<file path="config.mk">
export PLATFORM = sky130hd
export DESIGN_NAME = store_queue
export DESIGN_NICKNAME = d
export VERILOG_FILES = /design/src/rtl/stq_pkg.sv /design/src/rtl/stq_ptrs.sv /design/src/rtl/stq_occupancy.sv /design/src/rtl/stq_storage.sv /design/src/rtl/store_queue.sv
export SDC_FILE = /design/constraint.sdc
export NUM_CORES = 1
export LEC_CHECK = 0
export BUFFER_PORTS_ARGS = -buffer_cell sky130_fd_sc_hd__buf_2
export CORE_MARGIN = 4
export CORE_UTILIZATION = 35
export CTS_CLUSTER_SIZE = 25
export DETAILED_ROUTE_END_ITERATION = 8
export PLACE_DENSITY = 0.49
export SLEW_MARGIN = 20
export SYNTH_ARGS = -nofsm -noshare
export SYNTH_HDL_FRONTEND = slang
export SYNTH_SLANG_ARGS = --single-unit
</file>
<file path="constraint.sdc">
create_clock -name clk -period 8.02 [get_ports clk]
set_clock_uncertainty 0.05 [all_clocks]
set_input_delay 1.203 -clock clk [delete_from_list [all_inputs] [get_ports clk]]
set_output_delay 1.203 -clock clk [all_outputs]
set_load 0.05 [all_outputs]
</file>
<file path="src/rtl/stq_pkg.sv">
package stq_pkg;

  localparam int unsigned STQ_ADDR_W    = 32;
  localparam int unsigned STQ_DATA_W    = 32;
  localparam int unsigned STQ_BE_W      = 4;
  localparam int unsigned STQ_DEPTH_DEF = 16;

  typedef struct packed {
    logic [STQ_ADDR_W-1:0] addr;
    logic [STQ_DATA_W-1:0] data;
    logic [STQ_BE_W-1:0]   be;
  } stq_entry_t;

endpackage

</file>
<file path="src/rtl/stq_ptrs.sv">
module stq_ptrs #(
  parameter int unsigned DEPTH = 16,
  parameter int unsigned PW    = $clog2(DEPTH)
) (
  input  logic          clk,
  input  logic          rst_n,
  input  logic          push,
  input  logic          pop,
  output logic [PW-1:0] wr_idx,
  output logic [PW-1:0] rd_idx,
  output logic          empty
);

  // One extra wrap bit so equal indices can be told apart as empty or full.
  logic [PW:0] wr_ptr_q, wr_ptr_d;
  logic [PW:0] rd_ptr_q, rd_ptr_d;

  always_comb begin
    wr_ptr_d = wr_ptr_q;
    rd_ptr_d = rd_ptr_q;
    if (push) wr_ptr_d = wr_ptr_q + (PW+1)'(1);
    if (pop)  rd_ptr_d = rd_ptr_q + (PW+1)'(1);
  end

  always_ff @(posedge clk or negedge rst_n) begin
    if (!rst_n) begin
      wr_ptr_q <= '0;
      rd_ptr_q <= '0;
    end else begin
      if (push) wr_ptr_q <= wr_ptr_d;
      if (pop)  rd_ptr_q <= rd_ptr_d;
    end
  end

  assign wr_idx = wr_ptr_q[PW-1:0];
  assign rd_idx = rd_ptr_q[PW-1:0];
  assign empty  = (wr_ptr_q == rd_ptr_q);

endmodule

</file>
<file path="src/rtl/stq_occupancy.sv">
module stq_occupancy #(
  parameter int unsigned DEPTH = 16,
  parameter int unsigned CW    = $clog2(DEPTH + 1)
) (
  input  logic          clk,
  input  logic          rst_n,
  input  logic          push,
  input  logic          pop,
  output logic [CW-1:0] count,
  output logic          full
);

  localparam logic [CW-1:0] CNT_MAX      = CW'(DEPTH);
  localparam logic [CW-1:0] CNT_ONE_LEFT = CW'(DEPTH - 1);

  logic [CW-1:0] count_q, count_d;
  logic          full_q, full_d;
  logic          one_left, none_left;

  always_comb begin
    count_d = count_q;
    unique case ({push, pop})
      2'b10:   count_d = count_q + CW'(1);
      2'b01:   count_d = count_q - CW'(1);
      default: count_d = count_q;
    endcase
  end

  // Next full looks only at the write side; a same-cycle pop is ignored on
  // purpose, so the flag may be raised one cycle early.
  always_comb begin
    one_left  = (count_q == CNT_ONE_LEFT);
    none_left = (count_q == CNT_MAX);
    full_d    = (push & one_left) | none_left;
  end

  always_ff @(posedge clk or negedge rst_n) begin
    if (!rst_n) begin
      count_q <= '0;
      full_q  <= 1'b0;
    end else begin
      if (push ^ pop) count_q <= count_d;
      full_q <= full_d;
    end
  end

  assign count = count_q;
  assign full  = full_q;

endmodule

</file>
<file path="src/rtl/stq_storage.sv">
module stq_storage
  import stq_pkg::*;
#(
  parameter int unsigned DEPTH = 16,
  parameter int unsigned PW    = $clog2(DEPTH)
) (
  input  logic          clk,
  input  logic          wr_en,
  input  logic [PW-1:0] wr_idx,
  input  stq_entry_t    wr_entry,
  input  logic [PW-1:0] rd_idx,
  output stq_entry_t    rd_entry
);

  stq_entry_t slot_q [DEPTH];

  for (genvar g = 0; g < DEPTH; g++) begin : g_slot
    logic slot_we;
    assign slot_we = wr_en && (wr_idx == PW'(g));
    // Payload registers carry no reset; validity lives in the pointers.
    always_ff @(posedge clk) begin
      if (slot_we) slot_q[g] <= wr_entry;
    end
  end

  assign rd_entry = slot_q[rd_idx];

endmodule

</file>
<file path="src/rtl/store_queue.sv">
module store_queue
  import stq_pkg::*;
#(
  parameter int unsigned DEPTH = STQ_DEPTH_DEF
) (
  input  logic                  clk,
  input  logic                  rst_n,
  input  logic                  wr_req,
  input  logic [STQ_ADDR_W-1:0] wr_addr,
  input  logic [STQ_DATA_W-1:0] wr_data,
  input  logic [STQ_BE_W-1:0]   wr_be,
  output logic                  full,
  output logic                  stall,
  output logic                  rd_valid,
  output logic [STQ_ADDR_W-1:0] rd_addr,
  output logic [STQ_DATA_W-1:0] rd_data,
  output logic [STQ_BE_W-1:0]   rd_be,
  input  logic                  rd_pop
);

  localparam int unsigned PW = $clog2(DEPTH);
  localparam int unsigned CW = $clog2(DEPTH + 1);

  logic          full_q;
  logic          empty;
  logic          push, pop;
  logic [PW-1:0] wr_idx, rd_idx;
  logic [CW-1:0] occ_count;
  stq_entry_t    wr_entry, rd_entry;

  // requests are gated by the registered flags only.
  assign push = wr_req & ~full_q;
  assign pop  = rd_pop & ~empty;

  assign wr_entry.addr = wr_addr;
  assign wr_entry.data = wr_data;
  assign wr_entry.be   = wr_be;

  stq_ptrs #(.DEPTH(DEPTH), .PW(PW)) u_ptrs (
    .clk    (clk),
    .rst_n  (rst_n),
    .push   (push),
    .pop    (pop),
    .wr_idx (wr_idx),
    .rd_idx (rd_idx),
    .empty  (empty)
  );

  stq_occupancy #(.DEPTH(DEPTH), .CW(CW)) u_occ (
    .clk   (clk),
    .rst_n (rst_n),
    .push  (push),
    .pop   (pop),
    .count (occ_count),
    .full  (full_q)
  );

  stq_storage #(.DEPTH(DEPTH), .PW(PW)) u_store (
    .clk      (clk),
    .wr_en    (push),
    .wr_idx   (wr_idx),
    .wr_entry (wr_entry),
    .rd_idx   (rd_idx),
    .rd_entry (rd_entry)
  );

  assign full     = full_q;
  assign stall    = full_q;
  assign rd_valid = ~empty;
  assign rd_addr  = rd_entry.addr;
  assign rd_data  = rd_entry.data;
  assign rd_be    = rd_entry.be;

endmodule

</file>
# After elaboration in Yosys (flattened, before gate mapping)
# Memories as Yosys holds them, arrays and structs flattened.
# Cells that the tools add are included.
# classes
n_addsub,4
bitwise,7
n_eq_ne,20
reduce_logical,34
n_mux,78
# op_table
cell,count
$mux 68,15
$reduce_or 68->1,15
$mux 4,15
$mux 1,47
$eq 4x4->1 const B,8
$eq 4x3->1 const B,4
$logic_and 1x1->1,16
$add 5x1->5 const B,3
$pmux 5 s2,1
$eq 4x2->1 const B,2
$eq 5x4->1 const B,1
$eq 5x5->1,1
$eq 5x5->1 const B,1
$sub 5x1->5 const B,1
$eq 4x1->1 const B,1
$logic_not 4->1,1
$and 1x1->1,3
$eq 2x1->1 const B,1
$eq 2x2->1 const B,1
$not 1->1,2
$reduce_and 2->1,1
$reduce_bool 2->1,1
$or 1x1->1,1
$xor 1x1->1,1
# word_totals
mem_count,1
wordCells,148
ff_bits,16
mem_bits_rw,1088
in_bits,72
# memory_table
memory,depth,word_bits,rd,rd_clocked_by_memory_dff,wr,line_no,source
u_store.slot_q,16,68,1,0,1,stq_storage.sv:15,stq_entry_t slot_q [DEPTH];

# Logic depth before layout (Yosys ltp)
# depth
ltp_word,21
ltp_mapped,10
depth_no_buf,9

# Cells and area by module
# A second synthesis with hierarchy kept.
# unflattened
cells_unflattened,1776
area_unflattened_um2,41624.9
# modules_own_cells
module,cells_per_inst,n_inst,area_per_inst_um2
stq_storage,1682,1,40620.2
stq_ptrs,43,1,519.2
stq_occupancy,47,1,454.2
store_queue,4,1,31.3

# Worst setup path after synthesis
# No wires, ideal clock.
# synth_path
kind,input to register
start,input port wr_req
end,"memory u_store.slot_q[3][0] in the netlist's numbering, enable pin"
arrival_time_ps,6410
path_slack_ps,982
path_stages,4
cell_sequence,nor2b_1 > clkbuf_1 > nand2_1 > nor3_1
# synth_lines
item,line_no,source
from (decl),store_queue.sv:8,"input logic wr_req,"
$and 1x1->1 *,store_queue.sv:32,assign push = wr_req & ~full_q;
$logic_and 1x1->1 *,stq_storage.sv:19,assign slot_we = wr_en && (wr_idx == PW'(g));
net u_store.g_slot[3].slot_we,stq_storage.sv:18,logic slot_we;
$mux 1 *,stq_storage.sv:22,if (slot_we) slot_q[g] <= wr_entry;
$mux 1 (implied by the code) *,stq_storage.sv:22,
$reduce_or 68->1 (no source line),n/a,
$mux 4 (no source line) or $mux 1 (tied branches) (13 in series),n/a,
to (decl),stq_storage.sv:15,
# Mark *: on every way through the listed nets, which the timed path passes. The rest lies on a longest branch.

# Worst setup path in the final report
# layout_path
start,register u_ptrs.rd_ptr_q[0]
end,output port rd_be[1]
# layout_via
elab_chain_len,1
# layout_rtl
item,line_no,source
from (decl),stq_ptrs.sv:16,"logic [PW:0] rd_ptr_q, rd_ptr_d;"
from (signal assigned),stq_ptrs.sv:31,if (pop) rd_ptr_q <= rd_ptr_d;
$mem_v2 16x68,n/a,
to (decl),store_queue.sv:17,"output logic [STQ_BE_W-1:0] rd_be,"
# Every way passes these cells.

==> results.toml <==
[outcome]
result_of_the_run = "completed"

[placed_design]
detailed_place.area_um2 = 44290
place.port_buffers = 142
dp_slack_ns = 3.193
hpwlAfterDp_mm = 50.09
globalplace.congestion = 0.6825
placedCellCount = 3396

[setup_path]
data_arrival_at_the_endpoint_of_the_critical_path_ns = 3.90
rr_startpoint = "u_ptrs.rd_ptr_q[1]$_DFFE_PN0P_"
crit_path_start = "u_ptrs.rd_ptr_q[0]$_DFFE_PN0P_"
worst-r2r-setup-slack_ns = 3.66
critical_path.startpoint_type = "register"
crit-reg2reg-capture = "u_occ.count[4]$_DFFE_PN0P_"
critical_path_peak_fanout = 105
rr_worst_depth = 9
worst-setup-path-type = "register to primary output"
crit_path_end_kind = "primary output"
cp_data_required_time_ns = 6.77

[cells_and_area]
final_net_count = 2060
syn_to_final_growth_pct = 15.05
post_layout_nonfiller_instances = 3613
multi_input_area_um2 = 8165
finish.utilization = 0.4060
final_layout_size_suffix_gt1_frac = 0.3078
layout.cells.most_common = "edfxtp_1"
fillers = 10330
final-seq-area_um2 = 33080
highest_count_cells_in_the_layout_ignoring_fill_and_taps = "edfxtp_1 (1088), mux4_2 (272), buf_2 (142)"
finished_cell_area_um2 = 47940

[drt]
drt.antenna.violating_nets = 0
first_iter_violations = 1499
wl_per_cell_um = 26.85
routed-via-count = 18930
routed_via_density = 5.239
detailed_route_wl_mm = 96.99
first_pass_iters = 4
post_detailed_route_drc_marker_count = 0

[timing]
maxClockFrequency_mhz = 193.9
setup_viol = 0
final.setup.worst_slack_ns = 2.864
total_negative_slack_ns = 0
number_of_hold_violations_in_the_final_report = 0
rsz0062_at_grt = "no"
min_period_over_period = 0.6429
slew_headroom = 0.2609
clock_period_minus_final_worst_setup_slack_ns = 5.156
fin_hold_ws_ns = 0.3902
worstMarginPinSlew_ns = 1.109
timing_max_transition_violations_final = 0

[global_routing]
via_count_of_the_first_global_routing_pass = 20360
wire_length_of_the_first_global_routing_pass_mm = 142.7
maximum_number_of_pins_on_one_net_before_global_route_repair = 130
antenna_violations_before_repair = 16
globalRouteTotalUtil = 0.1546
globalRouteOverflowTotal = 0

[yosys]
synthesized_netlist_cell_count = 1776
yosys.cell_types.count = 35
syn-num-nets = 1858
mappedNetlistArea_um2 = 41670
dominant_cells_by_area_after_synthesis = "edfxtp_1 (78%), mux4_2 (15%), a22oi_1 (2.5%), dfrtp_1 (0.96%), nand2_1 (0.73%)"
synth-seq-area-share = 0.7936
synth_seq_cells = 1104
synthDominantAreaCellType = "edfxtp_1"
synth.avg_cell_area_um2 = 23.46
post-synth-top-area-fraction = 0.7840
synth_warn = 0

[clock_network]
cts.hold.buffers_added = 0
number_of_buffers_between_clock_root_and_the_deepest_sink = 3
worst_skew_pair.late_latency_ns = 0.69
clkTransAtPathRegs_ns = 0.06
htree_num_levels = 3
cts_setup_buffers = 0
cts_tree = "done"
post_cts_sizing = 0
cts-root-buf = "clkbuf_16"
number_of_cts_inserted_buffers = 116
clock_sink_count = 1104

[floorplanning]
row_count = 126
die_height_um = 353.1
core_region_area_um2 = 118100
fp.dieW_um = 353.1
initial_core_util = 0.3529
top_ports = 143
die_area_um2 = 124600

[hold_path]
hold_path.class = "input pin to async pin"

[power_and_ir_drop]
vdd_ir_drop_max_uv = 366.4
power.leakage_nw = 15.15
pwr_density_cell_nw_per_um2 = 380.6
totalPowerFinal_mw = 18.24

[flow_run]
maxCapViolCount = 0
## critical path: stages (launching register included)
cell and delay [ns]:
dfrtp_4 1.01, buf_12 0.62, mux4_2 0.60, a22oi_1 0.31, nand2_1 0.17, buf_2 0.25
## cell type report
| class | count | area share |
|---|---|---|
| clock inverters | 62 | 0.01214 |
| multi-input cells | 567 | 0.1703 |
| inverters | 7 | 0.0005481 |
| repair buffers | 182 | 0.02299 |
| well taps | 1536 | 0.04009 |
| flip-flops and latches | 1104 | 0.6900 |
| clock buffers | 151 | 0.06373 |
| diodes | 4 | 0.0002088 |
## cells by family after synthesis
logic type | Yosys count | share of synthesized area
DFF | 1104 | 0.7936
AOI/OAI and AO/OA | 152 | 0.02681
xor gates and xnor gates | 15 | 0.003153
muxes | 274 | 0.1475
buffers and inverters | 105 | 0.01369
adders and majority gates | 10 | 0.003183
and+or+nand+nor | 116 | 0.01201
## synth_stat cells
cell type,count
buf_4,10
xor2_1,8
a21oi_1,5
nor4_1,1
ha_1,9
or4b_2,1
o311ai_0,1
xnor2_1,7
mux2_2,2
nand2_1,81
buf_6,15
o21ai_0,7
nand2b_1,2
nor3b_1,1
nand4_1,3
nor3_1,5
nor2_1,15
a211o_1,1
nor4_4,1
nor2b_1,2
buf_2,21
or3_1,1
dfrtp_1,16
edfxtp_1,1088
clkbuf_1,33
inv_1,7
fa_1,1
buf_1,19
a22oi_1,136
mux4_2,272
a21boi_2,1
a21o_1,1
nand3_1,1
nand4b_1,1
and2_1,1
## worst max path at each step
stage                                                   to  slack (ns)  depth (start not counted)
after floorplan             u_store.slot_q[3][0]$_DFFE_PP_        0.98                          4
after global placement    u_store.slot_q[11][61]$_DFFE_PP_        3.26                          5
after detailed placement  u_store.slot_q[10][61]$_DFFE_PP_        3.19                          5
after CTS                                      rd_data[14]        2.68                          5
after global routing                              rd_be[1]        2.51                          5
final                                             rd_be[1]        2.86                          5
## per-layer routing
metal  track usage  vias to the layer above  part of all wire
met2        0.2614                      436              0.50
met5             0                        -           0.00085
met3       0.03032                      153             0.048
met1        0.2061                    10310              0.43
li1              -                     8012                 -
met4       0.03986                       12             0.023
## power breakdown
group / switching, mW / total (mW) / internal [mW]
sequential: 0.266 / 7.22 / 6.96
combinational: 3.88 / 5.91 / 2.02
clock: 2.18 / 5.12 / 2.94
## flip-flops by register name (all words and copies together) (netlist names)
register and count:
u_occ.full 1, u_ptrs.wr_ptr_q 5, u_occ.count 5, u_store.slot_q 1088
u_ptrs.rd_ptr_q 5
No activity file was read; power rests on OpenSTA's default activity.
